`config.mk`:
```
export PLATFORM = sky130hd
export DESIGN_NAME = ref_timer
export DESIGN_NICKNAME = d
export VERILOG_FILES = /design/src/rtl/rtm_pkg.sv /design/src/rtl/rtm_prescaler.sv /design/src/rtl/rtm_counter.sv /design/src/rtl/ref_timer.sv
export SDC_FILE = /design/constraint.sdc
export NUM_CORES = 1
export LEC_CHECK = 0
export ABC_AREA = 0
export BUFFER_PORTS_ARGS = -buffer_cell sky130_fd_sc_hd__buf_4
export CORE_MARGIN = 1.5
export CORE_UTILIZATION = 60
export DETAILED_ROUTE_END_ITERATION = 8
export PLACE_DENSITY = 0.83
export SLEW_MARGIN = 20
export SYNTH_ARGS = -nofsm -noshare
export SYNTH_HDL_FRONTEND = slang
export SYNTH_SLANG_ARGS = --single-unit
```
`constraint.sdc`:
```
create_clock -name clk -period 4.3 [get_ports clk]
set_input_delay 0.645 -clock clk [delete_from_list [all_inputs] [get_ports clk]]
set_output_delay 0.645 -clock clk [all_outputs]
set_load 0.02 [all_outputs]
```
`src/rtl/rtm_pkg.sv`:
```
package rtm_pkg;

   localparam int unsigned PRE_W  = 8;
   localparam int unsigned WORD_W = 16;

   typedef enum logic [1:0] {
      SRC_OFF0 = 2'd0,
      SRC_SYS  = 2'd1,
      SRC_SLOW = 2'd2,
      SRC_OFF3 = 2'd3
   } src_e;

   // Field order matches the software-visible bit positions.
   typedef struct packed {
      logic [PRE_W-1:0] pre;       // [15:8]
      logic [1:0]       edge_sel;  // [7:6] stored only
      logic             out_mode;  // [5]   stored only
      logic             irq_en;    // [4]
      logic             restart;   // [3]
      src_e             src;       // [2:1]
      logic             enable;    // [0]
   } mode_t;

endpackage

```
`src/rtl/rtm_prescaler.sv`:
```
module rtm_prescaler #(
   parameter int unsigned PRE_W    = 8,
   parameter int unsigned SLOW_DIV = 16
) (
   input  logic             clk,
   input  logic             rst_n,
   input  logic             restart,
   input  logic             run,
   input  logic             slow,
   input  logic [PRE_W-1:0] pre,
   output logic             tick
);

   logic             base_en;
   logic [PRE_W-1:0] pcnt_q;

   if (SLOW_DIV < 1) begin : g_bad_div
      $error("rtm_prescaler: SLOW_DIV must be at least 1");
   end

   if (SLOW_DIV == 1) begin : g_no_slow
      assign base_en = 1'b1;
   end else begin : g_slow
      localparam int unsigned SW = $clog2(SLOW_DIV);
      localparam logic [SW-1:0] S_LAST = SW'(SLOW_DIV - 1);
      logic [SW-1:0] s_q;
      always_ff @(posedge clk or negedge rst_n) begin
         if (!rst_n)              s_q <= '0;
         else if (restart)        s_q <= '0;
         else if (run && slow)    s_q <= (s_q == S_LAST) ? '0 : s_q + 1'b1;
      end
      assign base_en = slow ? (s_q == S_LAST) : 1'b1;
   end

   assign tick = run && base_en && (pcnt_q == pre);

   always_ff @(posedge clk or negedge rst_n) begin
      if (!rst_n)               pcnt_q <= '0;
      else if (restart)         pcnt_q <= '0;
      else if (run && base_en)  pcnt_q <= (pcnt_q == pre) ? '0 : pcnt_q + 1'b1;
   end

   // no count-enable pulse while the timer is not running
   p_tick_needs_run_r3: assert property (@(posedge clk) disable iff (!rst_n)
      !run |-> !tick);

   // the prescale counter restarts from zero after a restart
   p_restart_clears_r4: assert property (@(posedge clk) disable iff (!rst_n)
      restart |=> pcnt_q == '0);

endmodule

```
`src/rtl/rtm_counter.sv`:
```
module rtm_counter #(
   parameter int unsigned CNT_W = 16
) (
   input  logic             clk,
   input  logic             rst_n,
   input  logic             restart,
   input  logic             load,
   input  logic [CNT_W-1:0] load_val,
   input  logic             tick,
   input  logic [CNT_W-1:0] ref_val,
   input  logic             wrap_on_ref,
   output logic [CNT_W-1:0] count,
   output logic             hit
);

   logic match;

   assign match = (count == ref_val);
   assign hit   = tick && !restart && !load && match;

   always_ff @(posedge clk or negedge rst_n) begin
      if (!rst_n)                    count <= '0;
      else if (restart)              count <= '0;
      else if (load)                 count <= load_val;
      else if (tick) begin
         if (match && wrap_on_ref)   count <= '0;
         else                        count <= count + 1'b1;
      end
   end

   // a restart leaves the count at zero
   p_restart_zero_r6: assert property (@(posedge clk) disable iff (!rst_n)
      restart |=> count == '0);

   // with no pulse, load or restart the count holds
   p_idle_hold_r3: assert property (@(posedge clk) disable iff (!rst_n)
      (!restart && !load && !tick) |=> $stable(count));

   // full-range wrap when no reference restart applies
   p_wrap_r10: assert property (@(posedge clk) disable iff (!rst_n)
      (tick && !restart && !load && (&count) && !(match && wrap_on_ref))
      |=> count == '0);

   // a load takes the written value
   p_load_r10: assert property (@(posedge clk) disable iff (!rst_n)
      (load && !restart) |=> count == $past(load_val));

endmodule

```
`src/rtl/ref_timer.sv`:
```
module ref_timer #(
   parameter int unsigned CNT_W    = 16,
   parameter int unsigned SLOW_DIV = 16,
   parameter int unsigned ADDR_W   = 5
) (
   input  logic              clk,
   input  logic              rst_n,
   input  logic [ADDR_W-1:0] bus_addr,
   input  logic              bus_wr,
   input  logic [15:0]       bus_wdata,
   output logic [15:0]       bus_rdata,
   output logic              irq
);
   import rtm_pkg::*;

   localparam logic [ADDR_W-1:0] OFS_MODE = ADDR_W'(8'h00);
   localparam logic [ADDR_W-1:0] OFS_REF  = ADDR_W'(8'h04);
   localparam logic [ADDR_W-1:0] OFS_CAP  = ADDR_W'(8'h08);
   localparam logic [ADDR_W-1:0] OFS_CNT  = ADDR_W'(8'h0C);
   localparam logic [ADDR_W-1:0] OFS_EV   = ADDR_W'(8'h11);

   if (CNT_W < 4 || CNT_W > WORD_W) begin : g_bad_cnt
      $error("ref_timer: CNT_W must lie in 4..16");
   end
   if (ADDR_W < 5) begin : g_bad_addr
      $error("ref_timer: ADDR_W must be at least 5");
   end

   mode_t            mode_q;
   logic [CNT_W-1:0] ref_q;
   logic [15:0]      cap_q;
   logic [1:0]       ev_q;
   logic [CNT_W-1:0] count;
   logic             hit, tick, run, slow;
   logic             wr_mode, wr_ref, wr_cap, wr_cnt, wr_ev;
   logic             restart;

   assign wr_mode = bus_wr && (bus_addr == OFS_MODE);
   assign wr_ref  = bus_wr && (bus_addr == OFS_REF);
   assign wr_cap  = bus_wr && (bus_addr == OFS_CAP);
   assign wr_cnt  = bus_wr && (bus_addr == OFS_CNT);
   assign wr_ev   = bus_wr && (bus_addr == OFS_EV);
   assign restart = wr_mode || wr_ref;

   assign run  = mode_q.enable && (mode_q.src == SRC_SYS || mode_q.src == SRC_SLOW);
   assign slow = (mode_q.src == SRC_SLOW);

   always_ff @(posedge clk or negedge rst_n) begin
      if (!rst_n) begin
         mode_q <= '0;
         ref_q  <= '0;
         cap_q  <= '0;
      end else begin
         if (wr_mode) mode_q <= mode_t'(bus_wdata);
         if (wr_mode && mode_q.enable && !bus_wdata[0]) ref_q <= '0;
         else if (wr_ref)                               ref_q <= bus_wdata[CNT_W-1:0];
         if (wr_cap)  cap_q <= bus_wdata;
      end
   end

   always_ff @(posedge clk or negedge rst_n) begin
      if (!rst_n) ev_q <= '0;
      else        ev_q <= (ev_q & ~({2{wr_ev}} & bus_wdata[1:0])) | {hit, 1'b0};
   end

   rtm_prescaler #(.PRE_W(PRE_W), .SLOW_DIV(SLOW_DIV)) i_pre (
      .clk     (clk),
      .rst_n   (rst_n),
      .restart (restart || wr_cnt),
      .run     (run),
      .slow    (slow),
      .pre     (mode_q.pre),
      .tick    (tick)
   );

   rtm_counter #(.CNT_W(CNT_W)) i_cnt (
      .clk         (clk),
      .rst_n       (rst_n),
      .restart     (restart),
      .load        (wr_cnt),
      .load_val    (bus_wdata[CNT_W-1:0]),
      .tick        (tick),
      .ref_val     (ref_q),
      .wrap_on_ref (mode_q.restart),
      .count       (count),
      .hit         (hit)
   );

   always_comb begin
      case (bus_addr)
         OFS_MODE: bus_rdata = mode_q;
         OFS_REF:  bus_rdata = 16'(ref_q);
         OFS_CAP:  bus_rdata = cap_q;
         OFS_CNT:  bus_rdata = 16'(count);
         OFS_EV:   bus_rdata = {14'd0, ev_q};
         default:  bus_rdata = '0;
      endcase
   end

   assign irq = mode_q.irq_en && ev_q[1];

   // a match pulse always leaves the reference flag set
   p_hit_sets_flag_r5: assert property (@(posedge clk) disable iff (!rst_n)
      hit |=> ev_q[1]);

   // writing one clears the flag unless a match arrives together
   p_w1c_r8: assert property (@(posedge clk) disable iff (!rst_n)
      (wr_ev && bus_wdata[1] && !hit) |=> !ev_q[1]);

   // stopping a running timer clears the reference
   p_stop_clears_ref_r7: assert property (@(posedge clk) disable iff (!rst_n)
      (wr_mode && mode_q.enable && !bus_wdata[0]) |=> ref_q == '0);

   // the interrupt can only rise with the flag set and enabled
   p_irq_rise_r9: assert property (@(posedge clk) disable iff (!rst_n)
      $rose(irq) |-> (ev_q[1] && mode_q.irq_en));

endmodule

```
==> summary.md, run 1 <==
| Metric | Value |
|---|---|
| Status | `complete, no violations` |
| Max-Cap Viols | `0` |
| Fin. Hold Viols | `0` |
| Async SR Flop Fraction | `1.00` |
| Placed cell count | `542` |
| Max H-tree Level | `3` |
| Final setup violating endpoints | `0` |
| Die footprint | `0.00790 mm^2` |
| Critical Path End Type | `output pin` |
| Mapped Area | `0.00443 mm^2` |
| CP endpoint | `bus_rdata[1]` |
| Setup Skew | `0.0118 ns` |
| Clk slew on worst S/H paths | `0.08 ns` |
| Mapped Cells | `418` |
| Clock Latency Late Sink | `0.36 ns` |
| Post-synth cell types | `48` |
| Share of cells above drive strength 1 | `0.257` |
| Fin crit share | `0.632` |
| FF+latch count, synth | `78` |
| Row cnt | `31` |
| Critical Path Start | `bus_addr[2]` |
| Yosys top cell area share | `0.441` |
| Routing usage on met3 | `0.0406` |
| RSZ-0062 raised after global routing | `false` |
| Die width | `88.9 um` |
| Most Used Layer, Global Route | `met2` |
| Met2 Resource Use GR | `0.486` |
| Pleak | `2.19 nW` |
| Initial drt markers | `306` |
| Slew margin rel. | `0.355` |
| Post-CTS sizing | `0` |
| Ys Warns | `0` |
| Postcts setup bufs | `0` |
| Initial core utilization | `0.614` |
| Setup Crit Path Kind | `in2out` |
| TritonCTS Buffers | `9` |
| Cell taking the most area after synthesis | `dfrtp_1` |
| Overall Power | `2.29 mW` |
| Post-synth EDFFs | `0` |
| Final nets | `483` |
| Total Routed Length | `10700 um` |
| Post-synth top flop | `dfrtp_1` |
| Drt pass-1 iters | `5` |
| Hold buffer count at cts | `0` |
| Root buffer cell | `clkbuf_8` |
| Top cells by area in the synthesized netlist | `dfrtp_1 44%, mux2_2 8.1%, mux4_2 8.1%, nand2_1 5.3%, xnor2_1 4.7%` |
| # clock sinks | `78` |
| WP data arrival | `2.07 ns` |
| Non-Filler Instances | `559` |
| GRT Residual Overflow | `0` |
| Reg-to-reg slack, setup | `1.89 ns` |
| Hpwl dp | `7240 um` |
| Synth Net Count | `446` |
| Via Count | `3436` |
| Placer Congestion | `0.913` |
| I/O Buffers | `40` |
| IO Pins | `41` |
| DRT antenna net count | `0` |
| Antenna diode count | `0` |
| Largest net degree at the start of global routing | `79` |
| Worst vdd ir | `0.000283 V` |
| GRT Util Overall | `0.301` |
| Reg area | `0.00195 mm^2` |
| Drt via density | `6.15` |
| Max Clk Rate | `0.368 GHz` |
| Initial antenna violation count | `0` |
| CORE AREA | `0.00721 mm^2` |
| Routed wire length per instance | `19.2 um` |
| Area added between synthesis and finish | `13.6%` |
| CTS tree | `done` |
| Final Max Tran Viols | `0` |
| DRC | `0` |
| Worst r2r src | `mode_q[1]$_DFFE_PN0N_` |
| Setup TNS | `0 ns` |
| R2R Path End | `i_cnt.count[6]$_DFFE_PN0P_` |
| Slew @ Worst Pin | `0.965 ns` |
| Fillers | `528` |
| Area of the multi-input gates | `0.00231 mm^2` |
| Crit path max fanout | `22` |
| Global routing usage on met1 | `0.407` |
| Startpoint class of the critical path | `input port` |
| Post-layout minimum cycle time | `2.72 ns` |
| Req. time, crit path | `3.65 ns` |
| Pwr/cell area | `454 mW/mm^2` |
| Hold/Removal Path Class | `in2async` |
| Die height | `88.9 um` |
| Syn_area_per_cell | `10.6 um^2` |
| Seq/Total Area, Yosys | `0.441` |
| Worst Reg-to-Reg Cells | `8` |
| Hold_ws | `0.157 ns` |
| Vias in the first global route | `3423` |
| First-pass GRT wire length | `17600 um` |
| Clock Tree Buf Depth | `2` |
layout by cell type (no fill, tap or decap), types with 3 or more instances in the layout:
cell,netlist,routed
dfrtp_1,78,78
nand2_1,63,63
buf_4,4,44
a21oi_1,32,32
mux2_2,32,32
xnor2_1,24,24
and2_1,19,19
nor2_1,19,19
mux4_2,16,16
nand4_1,13,13
inv_1,12,12
clkbuf_8,0,9
nand3_1,8,8
a22oi_1,8,8
a22o_1,7,7
and3_1,6,6
xor2_1,6,6
nor3_1,6,5
o211ai_1,5,5
nor4_1,4,4
o21ai_0,4,4
ha_1,4,4
o21bai_1,3,3
or3_1,3,3
o22ai_1,3,3
clkinv_2,0,3
bufinv_16,0,3
synth_stat cells, types with 2 or more instances:
cell type  count
o21ai_0        4
nand3_1        8
a22o_1         7
nand4_1       13
o311ai_0       2
nor3_1         6
mux2_2        32
xnor2_1       24
inv_1         12
mux4_2        16
buf_4          4
buf_6          2
or2_2          2
a22oi_1        8
dfrtp_1       78
nor4_2         2
a21oi_1       32
or3_1          3
buf_2          7
and3_1         6
o21ai_1        2
o21bai_1       3
o22ai_1        3
nor2_1        19
ha_1           4
xor2_1         6
o211ai_1       5
nor4_1         4
clkbuf_1       5
and2_1        19
nand2_1       63
routing by layer:
metal  vias to the layer above  wire [um]  part of all wire
met4                         0        229             0.021
met3                        21        570             0.053
met2                       118       5340              0.50
li1                       1576          -                 -
met5                         -          0                 0
met1                      1721       4590              0.43
worst max-delay path, cell delays in order:
cell and delay, ns:
buf_4 0.23, nor4_1 0.80, a22o_1 0.26, buf_4 0.13
metrics by stage:
step / worst slack (ns) / cell area [um^2] / utilization
6_report: 1.58 / 5030 / 0.697
5_1_grt: 1.52 / 5030 / 0.697
4_1_cts: 1.61 / 5000 / 0.693
3_5_place_dp: 1.59 / 4770 / 0.661
3_3_place_gp: 1.60 / 4770 / 0.661
2_1_floorplan: 1.62 / 4430 / -
how the worst min path moves through the flow:
stage / to / slack [ns] / cells after the start / startpoint
floorplan: cap_q[0]$_DFFE_PN0P_ / 0.35 / 0 / rst_n
global placement: ev_q[0]$_DFF_PN0_ / 0.48 / 2 / ev_q[0]$_DFF_PN0_
detailed placement: ev_q[0]$_DFF_PN0_ / 0.49 / 2 / ev_q[0]$_DFF_PN0_
CTS: i_pre.pcnt_q[1]$_DFFE_PN0P_ / 0.48 / 1 / rst_n
global route: ref_q[2]$_DFFE_PN0P_ / 0.16 / 1 / rst_n
finish: i_pre.g_slow.s_q[1]$_DFFE_PN0P_ / 0.16 / 1 / rst_n
area by class of cell:
| cell class | instances | share of cell area |
|---|---|---|
| Sequential cell | 78 | 0.388 |
| Clock inverter | 7 | 0.0224 |
| Inverter | 12 | 0.00896 |
| Tap cell | 99 | 0.0246 |
| Timing Repair Buffer | 45 | 0.0711 |
| Clock buffer | 9 | 0.0246 |
| Multi-Input combinational cell | 309 | 0.460 |
sequential cells by signal, summed over array words and instances (netlist names):
register / flops
mode_q: 16
ev_q: 2
cap_q: 16
ref_q: 16
i_cnt.count: 16
i_pre.g_slow.s_q: 4
i_pre.pcnt_q: 8
cells by family after synthesis:
logic type      Yosys count  synth area share
flops                    78             0.441
xor+xnor                 30            0.0593
mux                      48             0.163
buf+inv                  31            0.0376
compound gates           73             0.107
fa+ha+maj                 4            0.0113
simple gates            154             0.181
power by group:
group	switching [mW]	total, mW	internal (mW)
registers	0.189	1.08	0.890
logic	0.258	0.547	0.290
clock network	0.277	0.659	0.382
total	0.724	2.29	1.56
No activity file was read; power rests on OpenSTA's default activity.
==> run 2, diff against run 1 <==
--- a/config.mk
+++ b/config.mk
@@ -5,12 +5,12 @@
 export SDC_FILE = /design/constraint.sdc
 export NUM_CORES = 1
 export LEC_CHECK = 0
-export ABC_AREA = 0
+export ABC_AREA = 1
 export BUFFER_PORTS_ARGS = -buffer_cell sky130_fd_sc_hd__buf_4
 export CORE_MARGIN = 1.5
-export CORE_UTILIZATION = 60
+export CORE_UTILIZATION = 54
 export DETAILED_ROUTE_END_ITERATION = 8
-export PLACE_DENSITY = 0.83
+export PLACE_DENSITY = 0.79
 export SLEW_MARGIN = 20
 export SYNTH_ARGS = -nofsm -noshare
 export SYNTH_HDL_FRONTEND = slang
==> constraint.sdc (replaced) <==
create_clock -name clk -period 2.35 [get_ports clk]
set_input_delay 0.3525 -clock clk [delete_from_list [all_inputs] [get_ports clk]]
set_output_delay 0.3525 -clock clk [all_outputs]
set_load 0.02 [all_outputs]
==> run 2 against run 1 <==
Compared with the run above: critical path depth increased by 4; power rose by 74%; critical endpoint is now bus_rdata[6]; final cell count rose by 44%; area after synthesis rose by 5.0%; synthesized cell count is 56% higher; clock skew increased by 0.0013 ns; global-route usage decreased by 1.3 points; largest cell class unchanged.
==> summary.md, run 2 <==
| Metric | Value |
|---|---|
| Die height | `95.8 um` |
| # clock sinks | `78` |
| Post-route cell area | `0.00527 mm^2` |
| GRT Residual Overflow | `0` |
| Sequential Power Share | `0.483` |
| Hpwl dp | `8740 um` |
| Pleak | `2.80 nW` |
| Main combinational cell family by area after synthesis | `simple AND/OR/NAND/NOR gates` |
| Clk slew on worst S/H paths | `0.09 ns` |
| Die width | `95.8 um` |
| CORE AREA | `0.00826 mm^2` |
| Routed wire length per instance | `15.0 um` |
| Top-count cell post-synth | `nand2_1` |
| Post-CTS sizing | `0` |
| I/O Buffers | `40` |
| Clock share of power | `0.256` |
| Post-layout minimum cycle time | `2.14 ns` |
| Int Power | `2.54 mW` |
| WP data arrival | `1.79 ns` |
| Slew margin rel. | `0.665` |
| Hold/Removal Path Class | `in2reg` |
| Initial antenna violation count | `0` |
| Worst setup margin | `0.211 ns` |
| RSZ-0062 raised after global routing | `false` |
| Most frequent cells in the layout | `264 x nand2_1, 78 x inv_1, 78 x dfrtp_1, 51 x buf_4, 41 x nor2_1` |
| Worst vdd ir | `0.000454 V` |
| Logic pwr share | `0.261` |
| Final cell utilization of the core | `0.638` |
| Mux contribution to synthesized area | `0` |
| Ys Warns | `0` |
| Synth Net Count | `679` |
| Sw frac | `0.362` |
| Final Max Tran Viols | `0` |
| Drt via density | `5.46` |
| IO Pins | `41` |
| DRC | `0` |
| Seq/Total Area, Yosys | `0.420` |
| Startpoint class of the critical path | `input port` |
| Crit-path cells | `buf_4, nor2_2, nand2_2, or3_1, inv_2, nand2_1, o2111ai_1, buf_4` |
| Async SR Flop Fraction | `1.00` |
| Initial drt markers | `262` |
| Mapped Cells | `651` |
| Placer Congestion | `0.888` |
| Switching power of the nets | `1.44 mW` |
| Placed Area | `0.00506 mm^2` |
| Fin. Hold Viols | `0` |
| Postcts setup bufs | `0` |
| Setup Crit Path Kind | `in2out` |
| Setup Skew | `0.0131 ns` |
| Die footprint | `0.00917 mm^2` |
| Critical Path End Type | `output pin` |
| Max-Cap Viols | `0` |
| Commonest non-fill, non-tap cell in the layout | `nand2_1` |
| Crit path max fanout | `17` |
| Syn_area_per_cell | `7.14 um^2` |
| Final nets | `723` |
| Total Routed Length | `12100 um` |
| Initial core utilization | `0.563` |
| Setup TNS | `0 ns` |
| Fillers | `748` |
| Post-synth cell types | `34` |
| Hold_ws | `0.259 ns` |
| TritonCTS Buffers | `9` |
| Fin crit share | `0.910` |
| Compound-Gate Fraction of Synth Area | `0.114` |
| Clock Tree Buf Depth | `2` |
| Max H-tree Level | `3` |
| Final setup violating endpoints | `0` |
| CTS tree | `done` |
| Area added between synthesis and finish | `13.3%` |
| Via Count | `4396` |
| First-pass GRT wire length | `20100 um` |
| GRT Util Overall | `0.288` |
| Top cells by area in the synthesized netlist | `dfrtp_1 42%, nand2_1 21%, inv_1 6.3%, nor2_1 3.3%, nand3_1 3.1%` |
| Clock Latency Late Sink | `0.36 ns` |
| Top cells by count, synth | `264 x nand2_1, 78 x dfrtp_1, 78 x inv_1` |
| Post-synthesis simple-gate area fraction | `0.327` |
| Critical Path Most Common Cell | `buf_4` |
| Pwr/cell area | `755 mW/mm^2` |
| Vias in the first global route | `4191` |
| Cell taking the most area after synthesis | `dfrtp_1` |
| Slew @ Worst Pin | `0.503 ns` |
| Largest stage delay, worst path | `0.33 ns` |
| Drt pass-1 iters | `5` |
| Post-synth top flop | `dfrtp_1` |
| Post-synth EDFFs | `0` |
| Post-Synth XOR/XNOR Area | `0.0358` |
| Req. time, crit path | `2.00 ns` |
| Mapped Area | `0.00465 mm^2` |
| Largest net degree at the start of global routing | `35` |
| Adder-Cell Fraction of Synth Area | `0.0108` |
| Root buffer cell | `clkbuf_8` |
| Row cnt | `33` |
| DRT antenna net count | `0` |
| Share of cells above drive strength 1 | `0.137` |
| Antenna diode count | `0` |
| Yosys top cell area share | `0.420` |
| Max Clk Rate | `0.467 GHz` |
| Setup slack at placement | `0.208 ns` |
| Status | `complete, no violations` |
| Slowest cell on crit path | `or3_1` |
| FF+latch count, synth | `78` |
run 2: per-layer routing:
metal,vias to the layer above,track usage,share of wire
li1,2144,-,-
met1,2089,0.372,0.43
met2,136,0.490,0.49
met3,27,0.0474,0.055
met4,0,0.0968,0.022
met5,-,0,0
run 2: worst paths after layout:
check                                                start                         endpoint  slack (ns)  depth (start not counted)
setup / recovery                               bus_addr[4]                     bus_rdata[6]        0.21                          8
hold / removal                                bus_wdata[5]             ref_q[5]$_DFFE_PN0P_        0.26                          3
setup reg to reg           i_pre.g_slow.s_q[0]$_DFFE_PN0P_      i_cnt.count[10]$_DFFE_PN0P_        0.38                          9
hold reg to reg                       cap_q[2]$_DFFE_PN0P_             cap_q[2]$_DFFE_PN0P_        0.50                          2
max in group asynchronous                            rst_n      i_pre.pcnt_q[5]$_DFFE_PN0P_        1.23                          3
min in group asynchronous                            rst_n  i_pre.g_slow.s_q[1]$_DFFE_PN0P_        0.49                          2
run 2: stage by stage:
stage	std cells	power, mW
final	805	3.98
after global routing	805	4.24
after CTS	805	3.98
after detailed placement	788	2.97
after global placement	788	2.91
after floorplan	651	2.64
run 2: cell type report:
cell class,count,area (um^2),share of cell area
repair buffers,53,413,0.0784
clock inverters,6,62.6,0.0119
clock buffers,10,128,0.0242
flip-flops and latches,78,1950,0.371
inverters,83,312,0.0592
multi-input cells,470,2270,0.431
well taps,105,131,0.0250
run 2: critical path, delay by kind of cell:
kind / cells / cell delay (ns)
compound gates: 1 / 0.12
buf+inv: 3 / 0.64
simple gates: 4 / 0.68
run 2: kinds of logic (layout without fill, tap and decap cells):
kind of cell | after synthesis | in the layout
fa+ha+maj | 4 | 4
flops | 78 | 78
simple gates | 363 | 363
compound gates | 84 | 84
xor+xnor | 19 | 19
buf+inv | 103 | 152
run 2: timing repair:
item / CTS / global route
endpoints found under the hold margin: 32 / 0
setup endpoints to repair: 0 / 0
hold buffers: 1 / 0
run 2: power by group through the flow:
stage / sequential (mW) / clock, mW / combinational, mW
after floorplan: 1.84 / 0 / 0.793
after CTS: 1.91 / 1.02 / 1.04
after global placement: 1.92 / 0 / 0.985
final: 1.92 / 1.02 / 1.04
after detailed placement: 1.94 / 0 / 1.03
after global routing: 1.95 / 1.08 / 1.21
==> run 3, diff against run 2 <==
--- a/config.mk
+++ b/config.mk
@@ -7,10 +7,10 @@
 export LEC_CHECK = 0
 export ABC_AREA = 1
 export BUFFER_PORTS_ARGS = -buffer_cell sky130_fd_sc_hd__buf_4
-export CORE_MARGIN = 1.5
+export CORE_MARGIN = 4
 export CORE_UTILIZATION = 54
 export DETAILED_ROUTE_END_ITERATION = 8
-export PLACE_DENSITY = 0.79
+export PLACE_DENSITY = 0.76
 export SLEW_MARGIN = 20
 export SYNTH_ARGS = -nofsm -noshare
 export SYNTH_HDL_FRONTEND = slang
==> run 3 against run 2 <==
Compared with the run above: power fell by 2.0%; first-iteration DRC count fell by 14%; global-route usage fell by 3.7 points; die area rose by 11%; clock skew fell by 0.00073 ns; design area fell by 0.40%; sequential power barely moved; register-to-register slack got worse by 0.06 ns; critical endpoint is now bus_rdata[15].
==> summary.md, run 3 (synthesis results as in run 2) <==
| Metric | Value |
|---|---|
| Worst r2r src | `i_cnt.count[9]$_DFFE_PN0P_` |
| Setup Crit Path Kind | `in2out` |
| Drt pass-1 iters | `5` |
| GRT Util Overall | `0.251` |
| Setup Skew | `0.0124 ns` |
| Final nets | `722` |
| Vias in the first global route | `4239` |
| CTS tree | `done` |
| Die footprint | `0.0102 mm^2` |
| Final setup violating endpoints | `0` |
| Routed wire length per instance | `14.9 um` |
| Met1 WL | `5290 um` |
| I/O Buffers | `40` |
| Initial drt markers | `226` |
| Post-layout minimum cycle time | `2.11 ns` |
| Hpwl dp | `8730 um` |
| Antenna diode count | `0` |
| CP endpoint | `bus_rdata[15]` |
| WP data arrival | `1.76 ns` |
| Pleak | `2.79 nW` |
| Max Clk Rate | `0.474 GHz` |
| Most frequent cells in the layout | `264 x nand2_1, 78 x inv_1, 78 x dfrtp_1, 50 x buf_4, 41 x nor2_1` |
| Share of cells above drive strength 1 | `0.135` |
| Worst setup margin | `0.239 ns` |
| Setup slack at placement | `0.179 ns` |
| Largest net degree at the start of global routing | `41` |
| Max H-tree Level | `3` |
| Critical Path Start | `bus_addr[4]` |
| TritonCTS Buffers | `9` |
| # clock sinks | `78` |
| GRT Residual Overflow | `0` |
| Clock Latency Late Sink | `0.35 ns` |
| Max-Cap Viols | `0` |
| Die height | `101 um` |
| Setup TNS | `0 ns` |
| Clk slew on worst S/H paths | `0.09 ns` |
| Startpoint class of the critical path | `input port` |
| Initial core utilization | `0.560` |
| Drt via density | `5.38` |
| Req. time, crit path | `2.00 ns` |
| Post-CTS sizing | `0` |
| Row cnt | `33` |
| Post-route cell area | `0.00524 mm^2` |
| Pwr/cell area | `743 mW/mm^2` |
| Die width | `101 um` |
| IO Pins | `41` |
| R2R Path End | `i_cnt.count[6]$_DFFE_PN0P_` |
| Slew @ Worst Pin | `0.539 ns` |
| Metal2 WL | `5730 um` |
| Crit path max fanout | `7` |
| Status | `complete, no violations` |
| Final Max Tran Viols | `0` |
| Total Routed Length | `12000 um` |
| Placed Area | `0.00506 mm^2` |
| Area added between synthesis and finish | `12.8%` |
| Slew margin rel. | `0.641` |
| Critical Path End Type | `output pin` |
| Root buffer cell | `clkbuf_8` |
| Placer Congestion | `0.901` |
| Hold_ws | `0.267 ns` |
| First-pass GRT wire length | `20100 um` |
| Overall Power | `3.90 mW` |
| Clock Tree Buf Depth | `2` |
| Fin. Hold Viols | `0` |
| Fin crit share | `0.898` |
| Hold/Removal Path Class | `in2reg` |
| Initial antenna violation count | `0` |
| Top layer in use | `met4` |
| Worst vdd ir | `0.000436 V` |
| DRT antenna net count | `0` |
| Via Count | `4314` |
| Worst Reg-to-Reg Cells | `11` |
| CORE AREA | `0.00830 mm^2` |
| RSZ-0062 raised after global routing | `false` |
| Reg-to-reg slack, setup | `0.32 ns` |
| Routed wl met3 | `675 um` |
| Commonest non-fill, non-tap cell in the layout | `nand2_1` |
| DRC | `0` |
[run 3: cell count changes in the layout (fill, tap and decap cells not counted), sizes merged]
cell	previous run	this run
clkinv	5	3
buf	52	51
clkbuf	10	9
clkinvlp	0	1
[run 3: per-stage QoR]
step / instances / utilization
finish: 802 / 0.632
global route: 802 / 0.632
CTS: 802 / 0.632
detailed placement: 787 / 0.609
global placement: 787 / 0.609
floorplan: 651 / -
[run 3: how the worst min path moves through the flow]
stage | startpoint | to | slack [ns] | cells past startpoint
2_1_floorplan | rst_n | cap_q[0]$_DFFE_PN0P_ | 0.06 | 0
3_3_place_gp | rst_n | i_pre.g_slow.s_q[2]$_DFFE_PN0P_ | 0.37 | 1
3_5_place_dp | rst_n | i_pre.g_slow.s_q[2]$_DFFE_PN0P_ | 0.37 | 1
4_1_cts | bus_wdata[12] | ref_q[12]$_DFFE_PN0P_ | 0.26 | 3
5_1_grt | bus_wdata[3] | cap_q[3]$_DFFE_PN0P_ | 0.30 | 3
6_report | bus_wdata[12] | ref_q[12]$_DFFE_PN0P_ | 0.27 | 3
[run 3: per-layer routing]
layer	GRT usage	vias to the layer above
met3	0.0339	22
met5	0	-
met1	0.335	2010
li1	-	2133
met2	0.403	149
met4	0.122	0
[run 3: layout make-up]
class                           count  area, um^2
Tap cell                          105         131
Timing Repair Buffer               52         405
Multi-Input combinational cell    470        2270
Sequential cell                    78        1950
Fill cell                         740        3060
Clock inverter                      5        52.6
Inverter                           83         312
Clock buffer                        9         124
[run 3: power by group]
group / switching, mW / internal [mW] / leakage, nW / total (mW)
sequential: 0.284 / 1.62 / 1.01 / 1.91
combinational: 0.611 / 0.425 / 1.68 / 1.04
clock: 0.479 / 0.473 / 0.0907 / 0.953
total: 1.37 / 2.52 / 2.79 / 3.90
[run 3: repair_timing]
action / 4_1_cts / 5_1_grt
buffers inserted: 0 / 0
hold buffers: 1 / 0
endpoints found under the hold margin: 38 / 0
[run 3: critical path, cell delays in order]
cell       delay (ns)
buf_4            0.13
nor2_2           0.16
nand4_2          0.35
buf_4            0.33
o2111ai_1        0.25
buf_4            0.19
